$ cat src/rtl/sdrchk_pkg.sv
package sdrchk_pkg;

  typedef enum logic [2:0] {OP_NONE, OP_ACT, OP_RD, OP_WR, OP_PRE} op_t;

  localparam int NRULE    = 9;
  localparam int V_CLOSED = 0;
  localparam int V_RCD    = 1;
  localparam int V_REOPEN = 2;
  localparam int V_RC     = 3;
  localparam int V_RRD    = 4;
  localparam int V_RP     = 5;
  localparam int V_APBUSY = 6;
  localparam int V_RAS    = 7;
  localparam int V_APFULL = 8;

  // beats in one burst for a burst-length code
  function automatic int burst_beats(input logic [2:0] code, input int page);
    case (code)
      3'd0:    return 1;
      3'd1:    return 2;
      3'd2:    return 4;
      3'd3:    return 8;
      default: return page;
    endcase
  endfunction

  function automatic logic is_full_page(input logic [2:0] code);
    return code > 3'd3;
  endfunction

  // cycles from the read/write command edge to the internal precharge edge
  function automatic int ap_delay(input logic is_wr, input logic [2:0] code,
                                  input int page, input int tdpl);
    int n;
    n = burst_beats(code, page);
    return is_wr ? (n - 1 + tdpl) : n;
  endfunction

endpackage

$ cat src/rtl/sdrchk_bank.sv
module sdrchk_bank
  import sdrchk_pkg::*;
#(
  parameter int ROW_W     = 11,
  parameter int PAGE_COLS = 256,
  parameter int TRCD      = 3,
  parameter int TRP       = 3,
  parameter int TRC       = 9,
  parameter int TRAS      = 6,
  parameter int TDPL      = 2
) (
  input  logic              clk,
  input  logic              rst_n,
  input  op_t               op,
  input  logic              hit,
  input  logic              pre_all,
  input  logic              a10,
  input  logic [ROW_W-1:0]  row,
  input  logic [2:0]        bl_code,
  output logic              is_open,
  output logic              ap_pend,
  output logic [ROW_W-1:0]  row_q,
  output logic [NRULE-1:0]  rule_hit
);
  localparam int TMAX  = (TRC > TRAS ? TRC : TRAS) > (TRCD > TRP ? TRCD : TRP)
                       ? (TRC > TRAS ? TRC : TRAS) : (TRCD > TRP ? TRCD : TRP);
  localparam int CNT_W = $clog2(TMAX + 1);
  localparam int AP_W  = $clog2(PAGE_COLS + TDPL + 1);
  localparam logic [CNT_W-1:0] SAT    = CNT_W'(TMAX);
  localparam logic [CNT_W-1:0] L_TRCD = CNT_W'(TRCD);
  localparam logic [CNT_W-1:0] L_TRP  = CNT_W'(TRP);
  localparam logic [CNT_W-1:0] L_TRC  = CNT_W'(TRC);
  localparam logic [CNT_W-1:0] L_TRAS = CNT_W'(TRAS);

  logic [CNT_W-1:0] since_act, since_pre;
  logic [AP_W-1:0]  ap_cnt;

  // named internal events
  logic is_rw, is_act, is_pre, rw_ok, act_ok, pre_ok, ap_sched, ap_fire;
  assign is_rw    = hit && (op == OP_RD || op == OP_WR);
  assign is_act   = hit && (op == OP_ACT);
  assign is_pre   = (op == OP_PRE) && (hit || pre_all);
  assign rw_ok    = is_rw && is_open && !ap_pend;
  assign act_ok   = is_act && !is_open;
  assign pre_ok   = is_pre && is_open && !ap_pend;
  assign ap_sched = rw_ok && a10 && !is_full_page(bl_code);
  assign ap_fire  = ap_pend && (ap_cnt == AP_W'(1));

  always_comb begin
    rule_hit           = '0;
    rule_hit[V_CLOSED] = is_rw && !is_open;
    rule_hit[V_RCD]    = rw_ok && (since_act < L_TRCD);
    rule_hit[V_REOPEN] = is_act && is_open;
    rule_hit[V_RC]     = act_ok && (since_act < L_TRC);
    rule_hit[V_RP]     = act_ok && (since_pre < L_TRP);
    rule_hit[V_APBUSY] = ap_pend && (is_rw || is_pre);
    rule_hit[V_RAS]    = ap_fire && (since_act < L_TRAS);
    rule_hit[V_APFULL] = is_rw && a10 && is_full_page(bl_code);
  end

  always_ff @(posedge clk) begin
    if (!rst_n) begin
      is_open   <= 1'b0;
      ap_pend   <= 1'b0;
      ap_cnt    <= '0;
      row_q     <= '0;
      since_act <= SAT;
      since_pre <= SAT;
    end else begin
      if (act_ok)                 since_act <= CNT_W'(1);
      else if (since_act != SAT)  since_act <= since_act + CNT_W'(1);

      if (pre_ok || ap_fire)      since_pre <= CNT_W'(1);
      else if (since_pre != SAT)  since_pre <= since_pre + CNT_W'(1);

      if (ap_fire || pre_ok)      is_open <= 1'b0;
      else if (act_ok)            is_open <= 1'b1;

      if (act_ok)                 row_q <= row;

      if (ap_fire)                ap_pend <= 1'b0;
      else if (ap_sched)          ap_pend <= 1'b1;

      if (ap_sched)
        ap_cnt <= AP_W'(ap_delay(op == OP_WR, bl_code, PAGE_COLS, TDPL));
      else if (ap_pend)
        ap_cnt <= ap_cnt - AP_W'(1);
    end
  end
endmodule

$ cat config.mk
export PLATFORM = sky130hd
export DESIGN_NAME = sdrchk_bank
export DESIGN_NICKNAME = d
export VERILOG_FILES = /design/src/rtl/sdrchk_pkg.sv /design/src/rtl/sdrchk_bank.sv
export SDC_FILE = /design/constraint.sdc
export NUM_CORES = 1
export LEC_CHECK = 0
export BUFFER_PORTS_ARGS = -buffer_cell sky130_fd_sc_hd__buf_2
export CAP_MARGIN = 20
export CORE_MARGIN = 1.5
export CORE_UTILIZATION = 25
export CTS_CLUSTER_DIAMETER = 150
export DETAILED_ROUTE_END_ITERATION = 6
export PLACE_DENSITY_LB_ADDON = 0.3
export SLEW_MARGIN = 20
export SYNTH_ARGS = -nofsm -noshare
export SYNTH_HDL_FRONTEND = slang
export SYNTH_SLANG_ARGS = --single-unit
$ cat constraint.sdc
create_clock -name clk -period 3.3 [get_ports clk]
set_input_delay 0.165 -clock clk [delete_from_list [all_inputs] [get_ports clk]]
set_output_delay 0.165 -clock clk [all_outputs]
set_load 0.005 [all_outputs]
# Yosys cells after proc, flatten, opt, wreduce, memory -nomap -nowiden
# Cells that the tools add are included.
[word_totals] output_inout_bits=22 input_bits=22 word_cells=73 ff_bits=30
[classes] n_addsub=5 n_lt_le_gt_ge=5 n_mux=10 eq_ne=10 n_reduce_logical=34 bitwise_logic=1
[ops] cell="2-to-1 mux 9 bit" n=5
[ops] cell="one-hot mux 9 bit (4 select lines)" n=1
[ops] cell="logical AND 1 bit" n=20
[ops] cell="2-to-1 mux 4 bit" n=4
[ops] cell="equality test 3 x 2 -> 1 bit, second input constant" n=4
[ops] cell="adder 9 x 3 -> 9 bit, second input constant" n=1
[ops] cell="equality test 9 x 1 -> 1 bit, second input constant" n=1
[ops] cell="subtractor 9 x 1 -> 9 bit, second input constant" n=1
[ops] cell="subtractor 9 x 2 -> 9 bit, second input constant" n=1
[ops] cell="adder 4 x 1 -> 4 bit, second input constant" n=2
[ops] cell="< comparator 4 x 2 -> 1 bit, second input constant" n=2
[ops] cell="inequality test 4 bit, second input constant" n=2
[ops] cell="equality test 3 x 1 -> 1 bit, second input constant" n=2
[ops] cell="nonzero test 2 bit" n=3
[ops] cell="OR reduction 2 bit" n=3
[ops] cell="logical OR 1 bit" n=4
[ops] cell="< comparator 4 x 3 -> 1 bit, second input constant" n=1
[ops] cell="< comparator 4 bit, second input constant" n=1
[ops] cell="equality test 3 bit, second input constant" n=1
[ops] cell="greater-than comparator 3 x 2 -> 1 bit, second input constant" n=1
[ops] cell="zero test 1 bit" n=3
[ops] cell="zero test 3 bit" n=1
[ops] cell="inverter 1 bit" n=1

# Depth between registers and ports, before layout
# Gate-level depths: netlist (run 1).
[depth] ltp_word=13 mapped_depth=6

# Worst setup path after synthesis (run 1)
# OpenSTA, ideal clock, no wires.
[synth_timing] path_type="register to register" from="reg ap_pend" to="reg since_pre[2]" stages_incl_launch_ff=6 required_time_ns=3.183 slack_ns=1.793 synth_period_minus_slack_ns=1.507 arrival_ns=1.390 path_cell_list="dfxtp_1 > buf_6 > nand2b_4 > or4b_4 > and3_4 > a21boi_1"
[synth_between] elab_chain_cells=4 elab_cells_between_ends=5 classes_between="reduce/logical (5)"
[synth_lines] element="start: declaration" line_no="sdrchk_bank.sv:21" rtl="output logic ap_pend,"
[synth_lines] element="start signal: assignment" line_no="sdrchk_bank.sv:64" rtl="ap_pend <= 1'b0;"
[synth_lines] element="start signal: assignment" line_no="sdrchk_bank.sv:81" rtl="if (ap_fire) ap_pend <= 1'b0;"
[synth_lines] element="start signal: assignment" line_no="sdrchk_bank.sv:82" rtl="else if (ap_sched) ap_pend <= 1'b1;"
[synth_lines] element="zero test 1 bit" line_no="sdrchk_bank.sv:45" rtl="assign pre_ok = is_pre && is_open && !ap_pend;"
[synth_lines] element="logical AND 1 bit" line_no="sdrchk_bank.sv:45"
[synth_lines] element="logical OR 1 bit (*)" line_no="sdrchk_bank.sv:73" rtl="if (pre_ok || ap_fire) since_pre <= CNT_W'(1);"
[synth_lines] element="OR reduction 2 bit (no source line) (*)"
[synth_lines] element="end signal: assignment" line_no="sdrchk_bank.sv:74" rtl="else if (since_pre != SAT) since_pre <= since_pre + CNT_W'(1);"
[synth_lines] element="end: declaration" line_no="sdrchk_bank.sv:35" rtl="logic [CNT_W-1:0] since_act, since_pre;"
# Every way passes the cells marked *; elsewhere a longest branch is shown, timed or not.
# A chain may end at the register's enable or synchronous reset.

# Worst setup path after layout (run 1)
[layout_timing] from="reg ap_pend" to="out rule_hit[7]"
[layout_between] elab_chain_cells=2
[layout_lines] element="logical AND 1 bit" line_no="sdrchk_bank.sv:47" rtl="assign ap_fire = ap_pend && (ap_cnt == AP_W'(1));"
[layout_lines] element="logical AND 1 bit" line_no="sdrchk_bank.sv:57" rtl="rule_hit[V_RAS] = ap_fire && (since_act < L_TRAS);"
[layout_lines] element="end: declaration" line_no="sdrchk_bank.sv:23" rtl="output logic [NRULE-1:0] rule_hit"
# Every way passes these cells.

==> results.yml, run 1 <==
critical_path:
  crit_slowest_cell: "dfxtp_1"
  cp.required_ns: 3.13
  cp_max_fo: 10
  crit_chain: "nor3b_1, nand4b_1, a211oi_1, buf_2"
  path_delay_family: "simple AND/OR/NAND/NOR gates"
  cp-start-kind: "flop"
  cp.arrival_ns: 1.94
  crit_type: "reg2out"
  end_kind: "output pin"
  max_stage_delay_ns: 0.51
  critPathBufInv: 1
timing:
  final_max_slew_viol_count: 0
  fin_setup_tns_ns: 0
  hold_violations: 0
  max_freq_ghz: 0.474
  worst_pin_slew_ns: 0.808
  fin_worst_skew_ns: 0.00284
  post-route-period-util_pct: 63.9
  relSlewSlack_pct: 46.1
  rsz0062_at_grt: "no"
  post-route-worst-setup-slack_ns: 1.19
  period_minus_slack_ns: 2.11
  finalSetupViolations: 0
placed_design:
  hpwl_um: 2460
  dp_worst_setup_slack_ns: 1.54
  numPortBuffers: 42
  place_congestion: 0.688
clock_network:
  post-cts-setup-buffers: 0
  cts.htree.levels: 2
  clock_latency_ns: 0.28
  cts_root_buffer: "clkbuf_8"
  cts_resized: 0
  cts_tree: "done"
  cts.sinks: 30
  cts_hold_buffers: 0
  cts_inserted_buffers: 5
  cts_max_path_buffers: 2
  clkTransAtPathRegs_ns: 0.07
outcome:
  status: "finished clean"
power:
  p_int_uw: 800
  netSwitchingFraction_pct: 24.6
  p_comb_share_pct: 16.0
  leakagePower_nw: 0.849
  powerDensity_nw_per_um2: 536
  power_switching_uw: 261
  clkPwrFrac_pct: 43.6
  seqPwrFrac_pct: 40.3
  max-vdd-ir-drop_mv: 0.202
synthesis:
  ys_seq_elements: 30
  avgSynthCellArea_um2: 8.42
  synth_most_common_cell: "nand2_1"
  synth_area_leaders: "dfxtp_1 38%, nand2_1 7.6%, ha_1 6.4%"
  yosysWarnings: 0
  synth_top_cell_by_area: "dfxtp_1"
  yosys-top-cells-count: "32 x nand2_1, 30 x dfxtp_1, 14 x nor2_1"
  netlist_instances: 187
  synth_cell_types: 42
  ys.flop_type: "dfxtp_1"
  yosysSeqAreaShare_pct: 38.2
  synth_nets: 217
  synth-edff-count: 0
  synthArstFlopShare_pct: 0
  synthesis.area_um2: 1570
  netlist.area_leader.share_pct: 38.2
detailed_routing:
  ant_nets: 0
  dr.first_iter.drc_count: 73
  dr_total_vias: 1377
  drc: 0
  wl_um: 3390
  firstDrtPassIters: 4
  wl_per_cell_um: 11.1
  routed_via_density: 4.51
global_route:
  antenna_found_initial: 0
  grt-ovfl-total: 0
  grt_pass1_vias: 1237
  grt_pass1_wl_um: 5650
  grt_usage_pct: 11.0
  grt_max_degree: 25
floorplan:
  core-area_um2: 5990
  die_h_um: 82.3
  die_w_um: 82.3
  fp-row-count: 28
  io_pins: 44
  start_util_pct: 26.3
  die_area_um2: 6780
layout:
  num_antenna_cells: 0
  drive_above_1_share_pct: 23.5
  nNetsFinal: 259
  syn_to_final_growth_pct: 25.8
run:
  maxCapViolations: 0
worst_hold_path:
  holdCritPathClass: "in2reg"
==> tightest hold or removal path: cells and delay by family <==
| kind | cells | cell delay, ns |
|---|---|---|
| buf+inv | 1 | 0.09 |
| simple gates | 1 | 0.04 |
| compound gates | 1 | 0.06 |
==> metrics by stage <==
stage / hold slack, ns / total power, mW / cells / area (um2) / utilization (%)
after floorplan: 0.310 / 0.560 / 187 / 1570 / -
after global placement: 0.418 / 0.603 / 297 / 1840 / 30.7
after detailed placement: 0.424 / 0.607 / 297 / 1840 / 30.7
after CTS: 0.120 / 1.07 / 305 / 1980 / 33.1
after global routing: 0.124 / 1.12 / 305 / 1980 / 33.1
final: 0.125 / 1.06 / 305 / 1980 / 33.1
==> final cells by class <==
type                    count  area, um2
fillers                   625       4010
clock inverters             2       60.1
repair buffers             42        210
inverters                   8       30.0
flip-flops and latches     30        601
well taps                  75       93.8
multi-input cells         142        903
clock buffers               6       82.6
==> cell families (layout without fill, tap and decap cells) <==
logic type / after synthesis / in the layout / synth area share, %
buf+inv: 15 / 58 / 4.45
simple gates: 88 / 88 / 29.6
xor+xnor: 12 / 12 / 6.68
mux: 2 / 2 / 1.27
compound gates: 31 / 31 / 13.3
flops: 30 / 30 / 38.2
other cells: 1 / 1 / 0.238
fa+ha+maj: 8 / 8 / 6.36
==> flip-flops by register name, indices dropped and copies added (netlist names) <==
name	flops
since_act	4
since_pre	4
ap_pend	1
row_q	11
is_open	1
ap_cnt	9
==> power groups by stage <==
stage / logic, mW / clock network (mW) / registers [mW]
final: 0.170 / 0.463 / 0.428
after global routing: 0.199 / 0.492 / 0.434
after CTS: 0.173 / 0.472 / 0.428
after detailed placement: 0.172 / 0 / 0.435
after global placement: 0.167 / 0 / 0.436
after floorplan: 0.132 / 0 / 0.428
==> cells in the final DEF, fill, tap and decap left out, types with 3 or more instances in the layout <==
master    netlist  routed
nand3b_1        4       4
nand2b_1        5       5
ha_1            8       8
inv_1           8       8
nor3b_1         3       3
clkbuf_8        0       6
nor2_1         14      14
nand2_1        32      32
nand3_1         8       8
a21boi_0       11      11
a21oi_1         5       5
o21ai_0         5       5
dfxtp_1        30      30
o21a_1          3       3
nor2b_1         3       3
nor3_1          4       4
xor2_1         10      10
buf_2           2      42
==> final timing paths <==
kind | start | end | cells after the start | slack, ns
worst max register to register | ap_pend | since_pre[2] | 4 | 1.62
worst min register to register | row_q[2] | row_q[2] | 2 | 0.46
worst max-delay path | ap_pend | rule_hit[7] | 4 | 1.19
worst min-delay path | row[0] | row_q[0] | 3 | 0.13
==> per-layer routing <==
metal	up-vias	global-route usage (%)	wire length, um	part of all wire (%)
li1	720	-	-	-
met1	614	14.2	1650	49
met2	38	16.7	1470	43
met3	5	3.41	208	6.1
met4	0	4.58	60	1.8
met5	-	0	0	0
Power figures use the tool's default switching activity.
==> run 2: changes to the inputs <==
--- a/config.mk
+++ b/config.mk
@@ -5,6 +5,7 @@
 export SDC_FILE = /design/constraint.sdc
 export NUM_CORES = 1
 export LEC_CHECK = 0
+export ABC_AREA = 1
 export BUFFER_PORTS_ARGS = -buffer_cell sky130_fd_sc_hd__buf_2
 export CAP_MARGIN = 20
 export CORE_MARGIN = 1.5
==> constraint.sdc (replaced) <==
create_clock -name clk -period 2.15 [get_ports clk]
set_input_delay 0.1075 -clock clk [delete_from_list [all_inputs] [get_ports clk]]
set_output_delay 0.1075 -clock clk [all_outputs]
set_load 0.005 [all_outputs]
==> results.yml, run 2 <==
global_route:
  grt-ovfl-total: 0
  grtUsageMet2_pct: 19.3
  grt_util_met3_pct: 2.98
  antenna_found_initial: 0
  grt_usage_pct: 11.3
  grt_pass1_wl_um: 6720
  grt-busiest-layer: "met2"
  grt_use_met1_pct: 14.2
  grt_pass1_vias: 1503
  grt_max_degree: 18
timing:
  period_minus_slack_ns: 1.81
  post-route-period-util_pct: 84.3
  max_freq_ghz: 0.552
  rsz0062_at_grt: "no"
  post-route-worst-setup-slack_ns: 0.338
  fin_setup_tns_ns: 0
  finalSetupViolations: 0
  final_max_slew_viol_count: 0
  hold_violations: 0
  fin_worst_skew_ns: 0.0111
power:
  powerDensity_nw_per_um2: 779
  max-vdd-ir-drop_mv: 0.426
  leakagePower_nw: 1.04
layout:
  multi_input_comb_area_um2: 963
  n_fill_cell: 726
  layout_commonest_cell: "nand2_1"
  regArea_um2: 601
  largest_register_ff_count: 11
  syn_to_final_growth_pct: 24.0
  mostFrequentLayoutCells: "50 x nand2_1, 42 x buf_2, 31 x nand3_1, 30 x nor2_1, 30 x dfxtp_1"
  drive_above_1_share_pct: 23.0
  num_antenna_cells: 0
  reg_top3: "row_q: 11 flops, ap_cnt: 9 flops"
  final_cells: 371
  nNetsFinal: 320
  fin_util_pct: 31.8
  top_register: "row_q"
floorplan:
  io_pins: 44
  start_util_pct: 25.7
  core-area_um2: 6720
  die_area_um2: 7410
  fp-row-count: 30
  die_w_um: 86.1
  die_h_um: 86.1
run:
  maxCapViolations: 0
clock_network:
  cts_hold_buffers: 0
  cts.sinks: 30
  cts_root_buffer: "clkbuf_8"
  cts_max_path_buffers: 2
  cts_inserted_buffers: 5
  cts_resized: 0
  cts_tree: "done"
  cts.htree.levels: 2
  post-cts-setup-buffers: 0
  clkTransAtPathRegs_ns: 0.07
  clock_latency_ns: 0.28
critical_path:
  cp.required_ns: 2.04
  path_delay_family: "flip-flops"
  crit_type: "reg2out"
  reg2reg_depth: 6
  crit_slowest_cell: "dfxtp_1"
  r2r_start: "ap_pend"
  max_stage_delay_ns: 0.57
  r2r-end: "since_pre[0]"
  reg2reg_slack_ns: 0.72
  cp_max_fo: 9
  crit_chain: "inv_4, nor2_2, nand3_1, a211oi_1, buf_2"
  cp-start-kind: "flop"
  critPathBufInv: 2
  cp.arrival_ns: 1.70
  end_kind: "output pin"
worst_hold_path:
  hold_path_startpoint: "row[4]"
  hold_path_end: "row_q[4]"
  hold_depth: 3
  holdCritPathClass: "in2reg"
placed_design:
  dp_worst_setup_slack_ns: 0.676
  numPortBuffers: 42
  place_congestion: 0.854
  hpwl_um: 3110
  place_inst: 363
synthesis:
  synthesis.area_um2: 1730
  synthArstFlopShare_pct: 0
  netlist_instances: 247
  yosysSeqAreaShare_pct: 34.8
  synth_nets: 277
  synth-edff-count: 0
  synth_cell_types: 33
  avgSynthCellArea_um2: 6.99
  ys_seq_elements: 30
  yosysWarnings: 0
  synth_area_leaders: "dfxtp_1 35%, nand2_1 11%, nand3_1 9.0%"
  yosys-top-cells-count: "50 x nand2_1, 31 x nand3_1, 30 x dfxtp_1, 30 x nor2_1, 28 x inv_1"
  synth_top_cell_by_area: "dfxtp_1"
  netlist.area_leader.share_pct: 34.8
  synth_most_common_cell: "nand2_1"
  ys.flop_type: "dfxtp_1"
detailed_routing:
  wl_um: 4030
  dr.first_iter.drc_count: 95
  ant_nets: 0
  firstDrtPassIters: 4
  wl_per_cell_um: 10.8
  dr_total_vias: 1696
  drc: 0
  routed_via_density: 4.57
outcome:
  status: "finished clean"
==> run 2: report_power, final <==
| part | switching [mW] | leakage (nW) | internal, mW |
|---|---|---|---|
| combinational | 0.170 | 0.727 | 0.132 |
| clock | 0.225 | 0.0714 | 0.495 |
| sequential | 0.0430 | 0.243 | 0.600 |
==> run 2: how the worst max path moves through the flow <==
| stage | startpoint | slack (ns) | endpoint | depth (start not counted) |
|---|---|---|---|---|
| floorplan | ap_pend | 0.94 | ap_cnt[2] | 9 |
| global placement | ap_pend | 0.69 | rule_hit[7] | 5 |
| detailed placement | ap_pend | 0.68 | rule_hit[7] | 5 |
| CTS | ap_pend | 0.36 | rule_hit[7] | 5 |
| global route | ap_pend | 0.20 | rule_hit[7] | 5 |
| finish | ap_pend | 0.34 | rule_hit[7] | 5 |
==> run 2: worst min-delay path: stages <==
cell     delay, ns
buf_2         0.09
nand3_1       0.07
a21oi_1       0.06
==> run 2: kinds of logic (layout without fill, tap and decap cells) <==
logic type | count (synthesis) | in the layout | share of synthesized area, %
flops | 30 | 30 | 34.8
fa+ha+maj | 8 | 8 | 5.80
compound gates | 27 | 27 | 8.19
simple gates | 139 | 139 | 39.1
other cells | 1 | 1 | 0.217
buf+inv | 37 | 81 | 9.35
xor+xnor | 5 | 5 | 2.54
==> run 2: metrics by stage <==
| step | power [mW] | instance area [um2] | hold slack [ns] |
|---|---|---|---|
| CTS | 1.68 | 2140 | 0.0890 |
| floorplan | 0.877 | 1730 | 0.250 |
| finish | 1.67 | 2140 | 0.0930 |
| detailed placement | 0.961 | 2000 | 0.388 |
| global placement | 0.957 | 2000 | 0.383 |
| global route | 1.77 | 2140 | 0.0844 |
==> run 2: cell type report <==
class	instances	share of cell area, %
inverters	30	5.38
clock buffers	6	3.86
multi-input cells	180	45.0
flip-flops and latches	30	28.1
clock inverters	2	2.81
repair buffers	43	10.2
well taps	80	4.68
==> run 2: layer usage <==
metal / routed length [um] / vias up / share of wire [%]
met1: 1890 / 772 / 47
met5: 0 / - / 0
met3: 170 / 2 / 4.2
met4: 25 / 0 / 0.62
li1: - / 884 / -
met2: 1940 / 38 / 48
==> run 3: changes to the inputs <==
==> constraint.sdc (replaced) <==
create_clock -name clk -period 1.5 [get_ports clk]
set_input_delay 0.075 -clock clk [delete_from_list [all_inputs] [get_ports clk]]
set_output_delay 0.075 -clock clk [all_outputs]
set_load 0.005 [all_outputs]
==> results.yml, run 3 (synthesized netlist as in run 2, its figures left out) <==
layout:
  layout_commonest_cell: "nand2_1"
  reg_top3: "row_q: 11 flops, ap_cnt: 9 flops"
  final_area_um2: 2300
  top_register: "row_q"
  largest_register_ff_count: 11
  mostFrequentLayoutCells: "50 x nand2_1, 42 x buf_2, 29 x nand3_1, 26 x nor2_1, 23 x dfxtp_1"
  num_antenna_cells: 0
  drive_above_1_share_pct: 33.6
  nNetsFinal: 327
  syn_to_final_growth_pct: 33.6
critical_path:
  cp.arrival_ns: 1.39
  cp-start-kind: "flop"
  reg2reg_depth: 8
  cp_max_fo: 4
  reg2reg_slack_ns: 0.20
  end_kind: "output pin"
  cp.required_ns: 1.42
  crit_type: "reg2out"
floorplan:
  die_h_um: 86.1
  core-area_um2: 6720
  die_w_um: 86.1
  fp-row-count: 30
  io_pins: 44
  start_util_pct: 25.7
  die_area_um2: 7410
clock_network:
  cts_max_path_buffers: 2
  cts_inserted_buffers: 5
  cts.htree.levels: 2
  clkTransAtPathRegs_ns: 0.07
  cts_tree: "done"
  cts_root_buffer: "clkbuf_8"
  clock_latency_ns: 0.28
  cts.sinks: 30
timing:
  fin_worst_skew_ns: 0.00378
  max_freq_ghz: 0.683
  hold_violations: 0
  post-route-period-util_pct: 97.7
  final_max_slew_viol_count: 0
  post-route-worst-setup-slack_ns: 0.0349
  finalSetupViolations: 0
  hold_ws_ns: 0.0554
  period_minus_slack_ns: 1.47
  rsz0062_at_grt: "yes"
  fin_setup_tns_ns: 0
detailed_routing:
  dr.first_iter.drc_count: 113
  wl_per_cell_um: 11.3
  routed_via_density: 4.54
  dr_total_vias: 1717
  wl_um: 4270
  firstDrtPassIters: 4
  drc: 0
  ant_nets: 0
global_route:
  grt-ovfl-total: 0
  grt_pass1_wl_um: 6980
  grt_max_degree: 18
  grt_usage_pct: 12.0
  antenna_found_initial: 0
  grt_pass1_vias: 1517
run:
  maxCapViolations: 0
placed_design:
  numPortBuffers: 42
  placed_area_um2: 2010
  place_congestion: 0.781
  hpwl_um: 3060
  dp_worst_setup_slack_ns: 0.188
power:
  netSwitchingFraction_pct: 26.2
  powerDensity_nw_per_um2: 1080
  leakagePower_nw: 1.09
  p_int_mw: 1.84
  clkPwrFrac_pct: 41.0
  finalPower_mw: 2.49
  power_switching_uw: 653
  seqPwrFrac_pct: 37.4
  p_comb_share_pct: 21.6
  max-vdd-ir-drop_mv: 0.425
worst_hold_path:
  holdCritPathClass: "in2reg"
  hold_depth: 3
outcome:
  status: "finished clean"
==> run 3: changes by cell type in the layout (fill, tap and decap cells not counted), sizes merged <==
cell / change
buf: +7
==> run 3: worst max-delay path, cell delays in order (launching register included) <==
cell and delay (ns):
dfxtp_4 0.37, inv_4 0.07, nand3_2 0.08, nor2_2 0.13, nand3_2 0.10, a211oi_2 0.21
buf_2 0.15
==> run 3: cell type report <==
type | count | area [um2]
Clock buffer | 6 | 82.6
Clock inverter | 2 | 60.1
Fill cell | 726 | 4410
Inverter | 30 | 118
Multi-Input combinational cell | 180 | 1060
Sequential cell | 30 | 617
Tap cell | 80 | 100
Timing Repair Buffer | 50 | 270
==> run 3: repair_timing <==
item | in CTS | in global routing
hold buffers | 0 | 0
endpoints found under the hold margin | 0 | 0
resized for setup | 16 | 22
setup buffers | 3 | 2
pin swaps | 2 | 4
setup endpoints to repair | 3 | 5
==> run 3: metrics by stage <==
stage | utilization [%] | instances
2_1_floorplan | - | 247
3_3_place_gp | 29.9 | 365
3_5_place_dp | 29.9 | 365
4_1_cts | 33.3 | 376
5_1_grt | 34.3 | 378
6_report | 34.3 | 378
==> run 3: final timing paths <==
path / from / endpoint
setup reg to reg: ap_cnt[0] / ap_cnt[8]
hold reg to reg: row_q[9] / row_q[9]
hold / removal: row[3] / row_q[3]
setup / recovery: ap_cnt[3] / rule_hit[7]
==> run 3: power by group through the flow <==
stage	clock, mW	sequential (mW)	combinational, mW
global placement	0	0.943	0.423
CTS	1.05	0.935	0.531
finish	1.02	0.932	0.537
detailed placement	0	0.943	0.431
floorplan	0	0.928	0.329
global route	1.08	0.945	0.606
==> run 3: routing by layer <==
layer	vias to the layer above	global-route usage [%]	part of all wire (%)
li1	898	-	-
met3	4	4.04	4.5
met4	0	3.96	1.1
met2	30	19.3	47
met5	-	0	0
met1	785	15.1	47
